File: src/rtl/nrfd_pkg.sv
package nrfd_pkg;
  localparam int EXP_W_DEF = 8;
  localparam int MAN_W_DEF = 23;
  localparam int BIAS_DEF  = 128;

  typedef enum logic [1:0] {
    ST_IDLE = 2'd0,
    ST_RUN  = 2'd1,
    ST_HOLD = 2'd2
  } ctl_state_t;
endpackage

File: src/rtl/nrfd_unpack.sv
module nrfd_unpack #(
  parameter int EXP_W = nrfd_pkg::EXP_W_DEF,
  parameter int MAN_W = nrfd_pkg::MAN_W_DEF
) (
  input  logic [EXP_W+MAN_W:0] word,
  output logic                 sign,
  output logic [EXP_W-1:0]     expo,
  output logic [MAN_W:0]       sig,
  output logic                 is_zero
);
  // field split; the implied leading one is restored here
  assign sign    = word[EXP_W+MAN_W];
  assign expo    = word[EXP_W+MAN_W-1:MAN_W];
  assign sig     = {1'b1, word[MAN_W-1:0]};
  assign is_zero = (expo == '0);
endmodule

File: src/rtl/nrfd_nrdiv.sv
module nrfd_nrdiv #(
  parameter int SIG_W = nrfd_pkg::MAN_W_DEF + 1
) (
  input  logic             clk,
  input  logic             rst_n,
  input  logic             start,
  input  logic [SIG_W-1:0] num,
  input  logic [SIG_W-1:0] den,
  output logic [SIG_W:0]   quo,
  output logic             fin
);
  localparam int QW = SIG_W + 1;          // quotient bits: one extra for normalization
  localparam int RW = SIG_W + 3;          // signed partial remainder width
  localparam int CW = $clog2(QW + 1);
  localparam logic [CW-1:0] LAST = CW'(QW - 1);

  logic signed [RW-1:0] rem_q, shifted, den_ext, rem_nx;
  logic [QW-1:0]        quo_q;
  logic [SIG_W-1:0]     den_q;
  logic [CW-1:0]        cnt_q;
  logic                 busy_q, fin_q;
  logic                 qbit;

  always_comb begin
    shifted = (cnt_q == '0) ? rem_q : (rem_q <<< 1);
    den_ext = $signed({3'b000, den_q});
    // negative remainder: add divisor back; otherwise subtract it
    rem_nx  = rem_q[RW-1] ? (shifted + den_ext) : (shifted - den_ext);
    qbit    = ~rem_nx[RW-1];
  end

  always_ff @(posedge clk or negedge rst_n) begin
    if (!rst_n) begin
      rem_q  <= '0;
      quo_q  <= '0;
      den_q  <= '0;
      cnt_q  <= '0;
      busy_q <= 1'b0;
      fin_q  <= 1'b0;
    end else if (start) begin
      rem_q  <= $signed({3'b000, num});
      den_q  <= den;
      quo_q  <= '0;
      cnt_q  <= '0;
      busy_q <= 1'b1;
      fin_q  <= 1'b0;
    end else if (busy_q) begin
      rem_q <= rem_nx;
      quo_q <= {quo_q[QW-2:0], qbit};
      cnt_q <= cnt_q + 1'b1;
      if (cnt_q == LAST) begin
        busy_q <= 1'b0;
        fin_q  <= 1'b1;
      end
    end else begin
      fin_q <= 1'b0;
    end
  end

  assign quo = quo_q;
  assign fin = fin_q;
endmodule

File: src/rtl/nrfd_pack.sv
module nrfd_pack #(
  parameter int EXP_W = nrfd_pkg::EXP_W_DEF,
  parameter int MAN_W = nrfd_pkg::MAN_W_DEF,
  parameter int BIAS  = nrfd_pkg::BIAS_DEF
) (
  input  logic                 sign,
  input  logic [EXP_W-1:0]     exp_a,
  input  logic [EXP_W-1:0]     exp_b,
  input  logic                 zero_a,
  input  logic                 zero_b,
  input  logic [MAN_W+1:0]     quo,
  output logic [EXP_W+MAN_W:0] word
);
  localparam int QW = MAN_W + 2;
  localparam int XW = EXP_W + 2;
  localparam logic signed [XW-1:0] BIAS_S  = XW'(BIAS);
  localparam logic signed [XW-1:0] EXP_TOP = XW'((1 << EXP_W) - 1);
  localparam logic signed [XW-1:0] EXP_ONE = XW'(1);

  logic signed [XW-1:0] exp_raw;
  logic [MAN_W-1:0]     mant;
  logic [EXP_W+MAN_W:0] sat_word;

  always_comb begin
    // top quotient bit set: significand ratio >= 1, drop it as hidden one
    mant     = quo[QW-1] ? quo[QW-2:1] : quo[QW-3:0];
    exp_raw  = $signed({2'b00, exp_a}) - $signed({2'b00, exp_b}) + BIAS_S
             - $signed({{(XW-1){1'b0}}, ~quo[QW-1]});
    sat_word = {sign, {(EXP_W+MAN_W){1'b1}}};
    if (zero_b)                word = sat_word;
    else if (zero_a)           word = '0;
    else if (exp_raw > EXP_TOP) word = sat_word;
    else if (exp_raw < EXP_ONE) word = '0;
    else                       word = {sign, exp_raw[EXP_W-1:0], mant};
  end
endmodule

File: src/rtl/nr_fp_divider.sv
module nr_fp_divider #(
  parameter int EXP_W = nrfd_pkg::EXP_W_DEF,
  parameter int MAN_W = nrfd_pkg::MAN_W_DEF,
  parameter int BIAS  = nrfd_pkg::BIAS_DEF
) (
  input  logic                 clk,
  input  logic                 rst_n,
  input  logic                 req,
  input  logic [EXP_W+MAN_W:0] dividend,
  input  logic [EXP_W+MAN_W:0] divisor,
  output logic [EXP_W+MAN_W:0] result,
  output logic                 done
);
  import nrfd_pkg::*;

  localparam int WW    = 1 + EXP_W + MAN_W;
  localparam int SIG_W = MAN_W + 1;

  ctl_state_t state_q;

  logic             sa, sb, za, zb;
  logic [EXP_W-1:0] ea, eb;
  logic [SIG_W-1:0] siga, sigb;

  logic             sign_q, za_q, zb_q;
  logic [EXP_W-1:0] ea_q, eb_q;
  logic [SIG_W:0]   quo;
  logic             fin, start;
  logic [WW-1:0]    packed_w, result_q;

  nrfd_unpack #(.EXP_W(EXP_W), .MAN_W(MAN_W)) i_unp_a (
    .word(dividend), .sign(sa), .expo(ea), .sig(siga), .is_zero(za));
  nrfd_unpack #(.EXP_W(EXP_W), .MAN_W(MAN_W)) i_unp_b (
    .word(divisor), .sign(sb), .expo(eb), .sig(sigb), .is_zero(zb));

  assign start = (state_q == ST_IDLE) && req;

  nrfd_nrdiv #(.SIG_W(SIG_W)) i_div (
    .clk(clk), .rst_n(rst_n), .start(start),
    .num(siga), .den(sigb), .quo(quo), .fin(fin));

  nrfd_pack #(.EXP_W(EXP_W), .MAN_W(MAN_W), .BIAS(BIAS)) i_pack (
    .sign(sign_q), .exp_a(ea_q), .exp_b(eb_q),
    .zero_a(za_q), .zero_b(zb_q), .quo(quo), .word(packed_w));

  always_ff @(posedge clk or negedge rst_n) begin
    if (!rst_n) begin
      state_q  <= ST_IDLE;
      sign_q   <= 1'b0;
      za_q     <= 1'b0;
      zb_q     <= 1'b0;
      ea_q     <= '0;
      eb_q     <= '0;
      result_q <= '0;
    end else begin
      unique case (state_q)
        ST_IDLE: if (req) begin
          sign_q  <= sa ^ sb;
          ea_q    <= ea;
          eb_q    <= eb;
          za_q    <= za;
          zb_q    <= zb;
          state_q <= ST_RUN;
        end
        ST_RUN: if (fin) begin
          result_q <= packed_w;
          state_q  <= ST_HOLD;
        end
        ST_HOLD: if (!req) state_q <= ST_IDLE;
        default: state_q <= ST_IDLE;
      endcase
    end
  end

  assign result = result_q;
  assign done   = (state_q == ST_HOLD);
endmodule

File: config.mk
export PLATFORM = sky130hd
export DESIGN_NAME = nr_fp_divider
export DESIGN_NICKNAME = d
export VERILOG_FILES = /design/src/rtl/nrfd_pkg.sv /design/src/rtl/nrfd_unpack.sv /design/src/rtl/nrfd_nrdiv.sv /design/src/rtl/nrfd_pack.sv /design/src/rtl/nr_fp_divider.sv
export SDC_FILE = /design/constraint.sdc
export NUM_CORES = 1
export LEC_CHECK = 0
export BUFFER_PORTS_ARGS = -buffer_cell sky130_fd_sc_hd__buf_2
export CAP_MARGIN = 20
export CORE_ASPECT_RATIO = 0.8
export CORE_MARGIN = 2
export CORE_UTILIZATION = 40
export DETAILED_ROUTE_END_ITERATION = 10
export GPL_TIMING_DRIVEN = 1
export PLACE_DENSITY_LB_ADDON = 0.15
export SETUP_SLACK_MARGIN = 0.1
export SLEW_MARGIN = 0
export SYNTH_ARGS = -nofsm -noshare
export SYNTH_HDL_FRONTEND = slang
export SYNTH_SLANG_ARGS = --single-unit
File: constraint.sdc
create_clock -name clk -period 4.45 [get_ports clk]
set_input_delay 0.445 -clock clk [delete_from_list [all_inputs] [get_ports clk]]
set_output_delay 0.445 -clock clk [all_outputs]
set_load 0.02 [all_outputs]
==> results of run 1 <==
[worst min-delay path, cell delays in order]
cell     delay (ns)
buf_2          0.07
nand2_1        0.04
nand2_1        0.04
[metrics by stage]
stage / setup slack [ns] / instance area [um^2] / util [%]
detailed placement: 0.209 / 9550 / 44.4
global placement: 0.245 / 9550 / 44.4
floorplan: 0.156 / 8730 / -
CTS: 0.163 / 10100 / 47.0
global route: 0.0638 / 10200 / 47.6
finish: 0.320 / 10200 / 47.6
[worst max path at each step]
stage	start	end	depth (start not counted)	slack (ns)
floorplan	i_div.cnt_q[0]$_DFFE_PN0P_	i_div.rem_q[14]$_DFFE_PN0P_	19	0.16
detailed placement	ea_q[0]$_DFFE_PN0P_	result[19]$_DFFE_PN0P_	18	0.21
finish	i_div.den_q[4]$_DFFE_PN0P_	i_div.quo[0]$_DFFE_PN0P_	16	0.32
global route	i_div.den_q[4]$_DFFE_PN0P_	i_div.quo[0]$_DFFE_PN0P_	16	0.06
global placement	ea_q[0]$_DFFE_PN0P_	result[16]$_DFFE_PN0P_	18	0.25
CTS	ea_q[0]$_DFFE_PN0P_	result[19]$_DFFE_PN0P_	18	0.16
[cells in the final DEF, fill, tap and decap left out, types with 16 or more instances in the layout]
cell | netlist | routed
a21o_1 | 16 | 16
o21ai_0 | 61 | 58
inv_1 | 46 | 46
xnor2_1 | 21 | 20
ha_1 | 45 | 45
a32o_1 | 32 | 32
a21oi_1 | 42 | 40
clkbuf_16 | 0 | 18
nand2_1 | 157 | 157
xor2_1 | 33 | 32
dfrtp_1 | 136 | 135
mux2_2 | 27 | 27
mux2i_1 | 65 | 65
buf_2 | 6 | 98
nor2_1 | 64 | 63
[metal layers]
metal	up-vias	track usage, %	routed length [um]
met1	3338	28.4	11400
met4	0	5.51	264
li1	3541	-	-
met2	113	29.1	9140
met5	-	0	0
met3	23	3.64	752
[repair_timing]
item                                    4_1_cts  5_1_grt
endpoints found under the hold margin        33        0
hold buffers                                  1        0
endpoints found under the setup margin        0       39
buffers inserted                              0        2
gates resized for setup                       0       22
[state kept, by name, indices dropped and copies added (netlist names)]
signal / count
zb_q: 1
i_div.den_q: 24
ea_q: 8
i_div.busy_q: 1
za_q: 1
sign_q: 1
eb_q: 8
i_div.rem_q: 27
i_div.cnt_q: 5
result: 32
i_div.fin: 1
i_div.quo: 25
state_q: 2
[area by class of cell]
cell class,instances,area (um^2)
clock inverter,15,130
multi-input combinational,718,5040
timing repair buffer,120,724
inverter,46,173
tap,275,344
fill,2118,11300
clock buffer,17,425
sequential,136,3400
[kinds of logic after synthesis]
family                     after synthesis
and+or+nand+nor                        319
AOI/OAI and AO/OA                      205
DFF                                    136
buffers and inverters                   97
muxes                                   92
xor gates and xnor gates                54
adders and majority gates               48
==> results.py, run 1 <==
metrics = {
    "synth": {
        "synthAdderAreaFrac_pct": 7.13,
        "synth.most_common_cell": "nand2_1",
        "synth_top_cells_by_area": "dfrtp_1 39%, mux2i_1 7.4%, nand2_1 6.7%",
        "synthXorXnorAreaFrac_pct": 5.41,
        "ys_seq_area_share_pct": 39.0,
        "synth-compound-area-share_pct": 16.3,
        "async_reset_ff_share_pct": 100,
        "yosys.area.top_type_share_pct": 39.0,
        "synthMuxAreaShare_pct": 10.9,
        "synth_cell_types": 62,
        "synth_seq_cells": 136,
        "synth_simple_gate_area_share_pct": 16.7,
        "synth_top_area_cell": "dfrtp_1",
        "synth_top_family_by_area": "simple AND/OR/NAND/NOR gates",
        "synth_area_per_cell_um2": 9.18,
        "yosys-top-cells-count": "157 x nand2_1, 136 x dfrtp_1, 65 x mux2i_1",
        "synth-main-ff-cell": "dfrtp_1",
        "synth_edf_count": 0,
        "synthCells": 951,
        "synth_area_mm2": 0.00873,
        "yosys_warnings": 0,
        "syn_nets": 1066,
    },
    "critical_path": {
        "crit_top_cell": "a21o_1",
        "crit_family": "compound AO/OA/AOI/OAI gates",
        "slowest_stage": "or4_1",
        "r2r_cells": 16,
        "worstPathRequired_ns": 4.73,
        "rr_startpoint": "i_div.den_q[4]$_DFFE_PN0P_",
        "timing.rr.end": "i_div.quo[0]$_DFFE_PN0P_",
        "cp-end-kind": "flip-flop",
        "reg2reg_slack_ns": 0.32,
        "cp_cell_sequence": "or4_1 > or3_1 > nor2b_4 > a21o_1 > o21a_1 > o21ai_0 > xor2_1 > ha_1 > a21o_1 > a21o_1 > a21oi_2 > nand2_1 > a21o_1 > o2111ai_2 > a31o_2 > a31oi_1",
        "cp_max_fo": 5,
        "criticalPathCategory": "flip-flop to flip-flop",
        "crit_buf_inv": 0,
        "cpPeakStageDelay_ns": 0.56,
        "arrival_ns": 4.41,
        "startpoint_type": "flip-flop",
    },
    "routing": {
        "ant_nets": 0,
        "avgViaCountPerCell": 5.29,
        "wl_per_cell_um": 16.2,
        "drt-total-wl_um": 21500,
        "initialDrtViolationCount": 339,
        "dr.pass1.iters": 4,
        "num_vias": 7015,
        "drc_errors": 0,
    },
    "sta": {
        "hold_violations": 0,
        "skew_ns": 0.0121,
        "fin_crit_ns": 4.13,
        "fmax_mhz": 242,
        "setup_violations": 0,
        "final.setup.tns_ns": 0,
        "worstMarginPinSlew_ns": 0.995,
        "maxSlewViolCount": 0,
        "period_share_pct": 92.8,
        "whs_ns": 0.207,
        "slew_headroom_pct": 33.7,
        "rsz0062_at_grt": "false",
    },
    "final_layout": {
        "antenna_cells": 0,
        "nNetsFinal": 1154,
        "final_cells": 1327,
        "syn_to_final_growth_pct": 17.3,
        "layout-drive-gt1-share_pct": 19.6,
    },
    "min_path": {
        "hold_depth": 3,
        "hold_end": "i_div.den_q[7]$_DFFE_PN0P_",
        "hp-start": "divisor[7]",
        "min_path_type": "primary input to flip-flop",
    },
    "placement": {
        "dp.cells": 1290,
        "place_congestion": 0.880,
        "dp_hpwl_um": 14700,
        "portBuffers": 99,
    },
    "clocking": {
        "cts.clk_slew.worst_paths_ns": 0.06,
        "cts_inserted_buffers": 17,
        "cts_tree": "yes",
        "htreeDepth": 4,
        "root_buffer": "clkbuf_16",
        "clock-sinks": 136,
        "cts_max_path_buffers": 2,
        "clock_latency_ns": 0.43,
    },
    "global_routing": {
        "grt_remaining_overflow": 0,
        "grt_usage_pct": 19.4,
        "antenna_found_initial": 0,
        "grt_pass1_wl_um": 35500,
        "grt_max_degree": 93,
        "grt_pass1_vias": 6928,
    },
    "run_status": {
        "status": "finished, final reports clean",
    },
    "floorplan": {
        "die_w_um": 169,
        "initial_core_util_pct": 40.6,
        "die_area_mm2": 0.0230,
        "row_count": 48,
        "die_h_um": 136,
        "pin_count": 100,
        "fp.coreArea_mm2": 0.0215,
    },
    "job": {
        "cap_violations": 0,
    },
}
Power of run 1 is left out: the tool's default activity adds up to more than one toggle a clock period on the data nets, which glitch-free logic cannot reach.
==> run 2: changes to the inputs <==
- CORE_UTILIZATION: 40 -> 28
==> results.py, run 2 (synthesized netlist as in run 1, its figures left out) <==
metrics = {
    "run_status": {
        "status": "finished, final reports clean",
    },
    "global_routing": {
        "antenna_found_initial": 0,
        "grt_pass1_wl_um": 38800,
        "grt_pass1_vias": 7057,
        "grt_usage_pct": 15.0,
        "grt_max_degree": 104,
        "grt_remaining_overflow": 0,
    },
    "floorplan": {
        "die_h_um": 162,
        "fp.coreArea_mm2": 0.0305,
        "initial_core_util_pct": 28.6,
        "die_area_mm2": 0.0326,
        "row_count": 57,
        "die_w_um": 201,
        "pin_count": 100,
    },
    "final_layout": {
        "syn_to_final_growth_pct": 19.7,
        "nNetsFinal": 1159,
        "layout-drive-gt1-share_pct": 20.1,
        "largest_reg_flops": 32,
        "multi_input_area_mm2": 0.00505,
        "fillers": 3217,
        "antenna_cells": 0,
        "final_common_cell": "nand2_1",
        "regArea_mm2": 0.00340,
        "final_cell_mix": "157 x nand2_1, 135 x dfrtp_1, 98 x buf_2, 65 x mux2i_1, 63 x nor2_1",
    },
    "sta": {
        "fmax_mhz": 244,
        "final.setup.tns_ns": 0,
        "period_share_pct": 92.2,
        "skew_ns": 0.0117,
        "maxSlewViolCount": 0,
        "hold_violations": 0,
        "setup_violations": 0,
        "worstMarginPinSlew_ns": 0.986,
        "fin_crit_ns": 4.10,
        "slew_headroom_pct": 34.3,
        "rsz0062_at_grt": "false",
    },
    "critical_path": {
        "r2r_cells": 16,
        "arrival_ns": 4.43,
        "critPathLaunch": "ea_q[0]$_DFFE_PN0P_",
        "worstPathRequired_ns": 4.78,
        "cp-end-kind": "flip-flop",
        "criticalPathCategory": "flip-flop to flip-flop",
        "cp_max_fo": 8,
        "startpoint_type": "flip-flop",
        "timing.rr.end": "result[28]$_DFFE_PN0P_",
        "reg2reg_slack_ns": 0.35,
        "rr_startpoint": "ea_q[0]$_DFFE_PN0P_",
    },
    "clocking": {
        "cts_tree": "yes",
        "htreeDepth": 4,
        "clock-sinks": 136,
        "cts_inserted_buffers": 17,
        "cts.clk_slew.worst_paths_ns": 0.07,
        "root_buffer": "clkbuf_16",
        "cts_max_path_buffers": 2,
        "clock_latency_ns": 0.44,
    },
    "job": {
        "cap_violations": 0,
    },
    "routing": {
        "initialDrtViolationCount": 414,
        "drc_errors": 0,
        "wl_per_cell_um": 16.2,
        "drt-total-wl_um": 23800,
        "dr.pass1.iters": 5,
        "num_vias": 7097,
        "avgViaCountPerCell": 4.83,
        "ant_nets": 0,
    },
    "placement": {
        "place_congestion": 0.831,
        "dp_hpwl_um": 16300,
        "portBuffers": 99,
    },
    "min_path": {
        "min_path_type": "primary input to asynchronous set/reset pin",
    },
}
run 2: cell count changes in the layout (fill, tap and decap cells not counted), sizes merged:
cell,before,now
clkbuf,18,19
inv,55,54
dlygate4sd3,1,0
clkinv,4,2
clkinvlp,2,4
buf,118,124
run 2: worst max-delay path by stage:
stage | end | slack [ns] | cells past startpoint
floorplan | i_div.rem_q[14]$_DFFE_PN0P_ | 0.16 | 19
global placement | i_div.quo[0]$_DFFE_PN0P_ | 0.20 | 14
detailed placement | i_div.quo[0]$_DFFE_PN0P_ | 0.23 | 14
CTS | i_div.quo[0]$_DFFE_PN0P_ | 0.19 | 14
global route | i_div.rem_q[14]$_DFFE_PN0P_ | 0.11 | 19
finish | result[28]$_DFFE_PN0P_ | 0.35 | 16
run 2: through the flow:
step	util [%]	setup slack, ns	cell area [um^2]	std cells	hold WS (ns)
after CTS	33.8	0.185	10300	1464	0.0844
after global routing	34.3	0.110	10500	1470	0.107
after global placement	31.9	0.196	9740	1432	0.467
after detailed placement	31.9	0.229	9740	1432	0.471
final	34.3	0.349	10500	1470	0.0316
after floorplan	-	0.156	8730	951	0.149
run 2: timing repair:
item,4_1_cts,5_1_grt
resized for setup,0,23
buffers inserted,0,4
hold buffers,0,0
endpoints found under the setup margin,0,43
run 2: final cells by class:
cell class	instances	share of cell area, %
clock buffer	18	4.20
inverter	46	1.65
clock inverter	14	1.22
tap	413	4.94
sequential	136	32.6
timing repair buffer	125	7.14
multi-input combinational	718	48.3
run 2: layer usage:
layer	vias to the layer above	share of wire, %	global-route usage, %
li1	3540	-	-
met1	3443	55	22.8
met2	101	41	21.5
met3	13	3.2	2.69
met4	0	0.87	4.11
met5	-	0	0
run 2: worst max-delay path: stages, from the launching register on:
cell	delay [ns]
dfrtp_1	0.36
inv_1	0.06
ha_1	0.16
inv_1	0.05
fa_1	0.41
a211o_1	0.34
a211o_1	0.31
a32oi_4	0.26
inv_1	0.08
ha_1	0.32
and2_1	0.14
a221o_1	0.38
and2_4	0.21
a211oi_4	0.35
clkbuf_16	0.24
nand2_1	0.06
a32o_1	0.26
Power of run 2 is left out for the same reason.
==> run 3: changes to the inputs <==
- clock period: 4.45 -> 5.05 ns (I/O delays scaled with it)
==> results.py, run 3 (synthesized netlist as in run 1, its figures left out) <==
metrics = {
    "run_status": {
        "status": "finished, final reports clean",
    },
    "routing": {
        "initialDrtViolationCount": 314,
        "drt-total-wl_um": 23200,
        "drc_errors": 0,
        "ant_nets": 0,
        "num_vias": 7005,
        "avgViaCountPerCell": 4.80,
        "dr.pass1.iters": 4,
        "wl_per_cell_um": 15.9,
    },
    "clocking": {
        "htreeDepth": 4,
        "cts_max_path_buffers": 2,
        "root_buffer": "clkbuf_16",
        "cts_tree": "yes",
        "cts_setup_buffers": 0,
        "clock_latency_ns": 0.43,
        "cts_inserted_buffers": 17,
        "clock-sinks": 136,
        "cts.clk_slew.worst_paths_ns": 0.06,
    },
    "min_path": {
        "min_path_type": "primary input to flip-flop",
    },
    "sta": {
        "worstMarginPinSlew_ns": 0.993,
        "fin_crit_ns": 4.48,
        "skew_ns": 0.00921,
        "fmax_mhz": 223,
        "hold_violations": 0,
        "slew_headroom_pct": 33.8,
        "setup_ws_ns": 0.572,
        "final.setup.tns_ns": 0,
        "period_share_pct": 88.7,
        "setup_violations": 0,
        "rsz0062_at_grt": "false",
        "maxSlewViolCount": 0,
    },
    "critical_path": {
        "worstPathRequired_ns": 5.32,
        "arrival_ns": 4.75,
        "criticalPathCategory": "flip-flop to flip-flop",
        "cp-end-kind": "flip-flop",
        "cp_max_fo": 8,
        "startpoint_type": "flip-flop",
    },
    "floorplan": {
        "die_h_um": 162,
        "row_count": 57,
        "die_w_um": 201,
        "fp.coreArea_mm2": 0.0305,
        "initial_core_util_pct": 28.6,
        "die_area_mm2": 0.0326,
        "pin_count": 100,
    },
    "final_layout": {
        "layout-drive-gt1-share_pct": 17.8,
        "fin_util_pct": 33.6,
        "final_common_cell": "nand2_1",
        "antenna_cells": 0,
        "largest_reg_flops": 32,
        "syn_to_final_growth_pct": 17.6,
        "nNetsFinal": 1148,
        "final_cell_mix": "157 x nand2_1, 135 x dfrtp_1, 98 x buf_2, 65 x mux2i_1, 64 x nor2_1",
    },
    "placement": {
        "dp_hpwl_um": 16500,
        "place_congestion": 0.803,
        "portBuffers": 99,
        "pre_cts_slack_ns": 0.645,
    },
    "global_routing": {
        "grt_pass1_vias": 6955,
        "grt_pass1_wl_um": 38400,
        "grt_max_degree": 104,
        "grt_usage_pct": 14.7,
        "grt_remaining_overflow": 0,
        "antenna_found_initial": 0,
    },
    "job": {
        "cap_violations": 0,
    },
}
-- run 3: metal layers --
metal / wire, um / vias up / track usage, %
li1: - / 3529 / -
met1: 12500 / 3365 / 22.3
met2: 9550 / 101 / 21.3
met3: 984 / 10 / 2.99
met4: 187 / 0 / 3.41
met5: 0 / - / 0
-- run 3: what timing repair did --
item	in CTS	in global routing
hold buffers	1	0
setup endpoints to repair	0	0
endpoints found under the hold margin	16	0
resized for setup	0	0
-- run 3: final timing paths --
check | from | to | slack (ns) | cells after the start
min reg2reg | i_div.fin$_DFFE_PN0P_ | state_q[0]$_DFFE_PN0P_ | 0.48 | 1
max in group asynchronous | rst_n | i_div.rem_q[14]$_DFFE_PN0P_ | 3.38 | 3
max | i_div.den_q[4]$_DFFE_PN0P_ | i_div.quo[0]$_DFFE_PN0P_ | 0.57 | 16
min in group asynchronous | rst_n | i_div.rem_q[6]$_DFFE_PN0P_ | 0.54 | 2
max reg2reg | i_div.den_q[4]$_DFFE_PN0P_ | i_div.quo[0]$_DFFE_PN0P_ | 0.57 | 16
min | divisor[5] | i_div.den_q[5]$_DFFE_PN0P_ | 0.27 | 3
-- run 3: through the flow --
stage | hold slack [ns] | std cells | instance area (um^2)
floorplan | 0.209 | 951 | 8730
global placement | 0.451 | 1426 | 9670
detailed placement | 0.449 | 1426 | 9670
CTS | 0.248 | 1459 | 10300
global route | 0.270 | 1459 | 10300
finish | 0.266 | 1459 | 10300
-- run 3: worst max-delay path, cell delays in order (launching register included) --
cell,delay (ns)
dfrtp_1,0.43
or4_1,0.56
or3_1,0.35
nor2b_1,0.26
a21o_1,0.21
o21a_1,0.19
o21ai_0,0.12
xor2_1,0.28
ha_1,0.37
a21o_1,0.20
a21o_1,0.18
a21oi_1,0.22
nand2_1,0.12
a21o_1,0.21
o2111ai_1,0.34
a31o_2,0.22
a31oi_1,0.07
-- run 3: area by class of cell --
class                           count  area, um^2
Clock buffer                       18         429
Clock inverter                     14         165
Fill cell                        3258       20300
Inverter                           46         173
Multi-Input combinational cell    718        4950
Sequential cell                   136        3400
Tap cell                          413         517
Timing Repair Buffer              114         629
Power of run 3 is left out for the same reason.
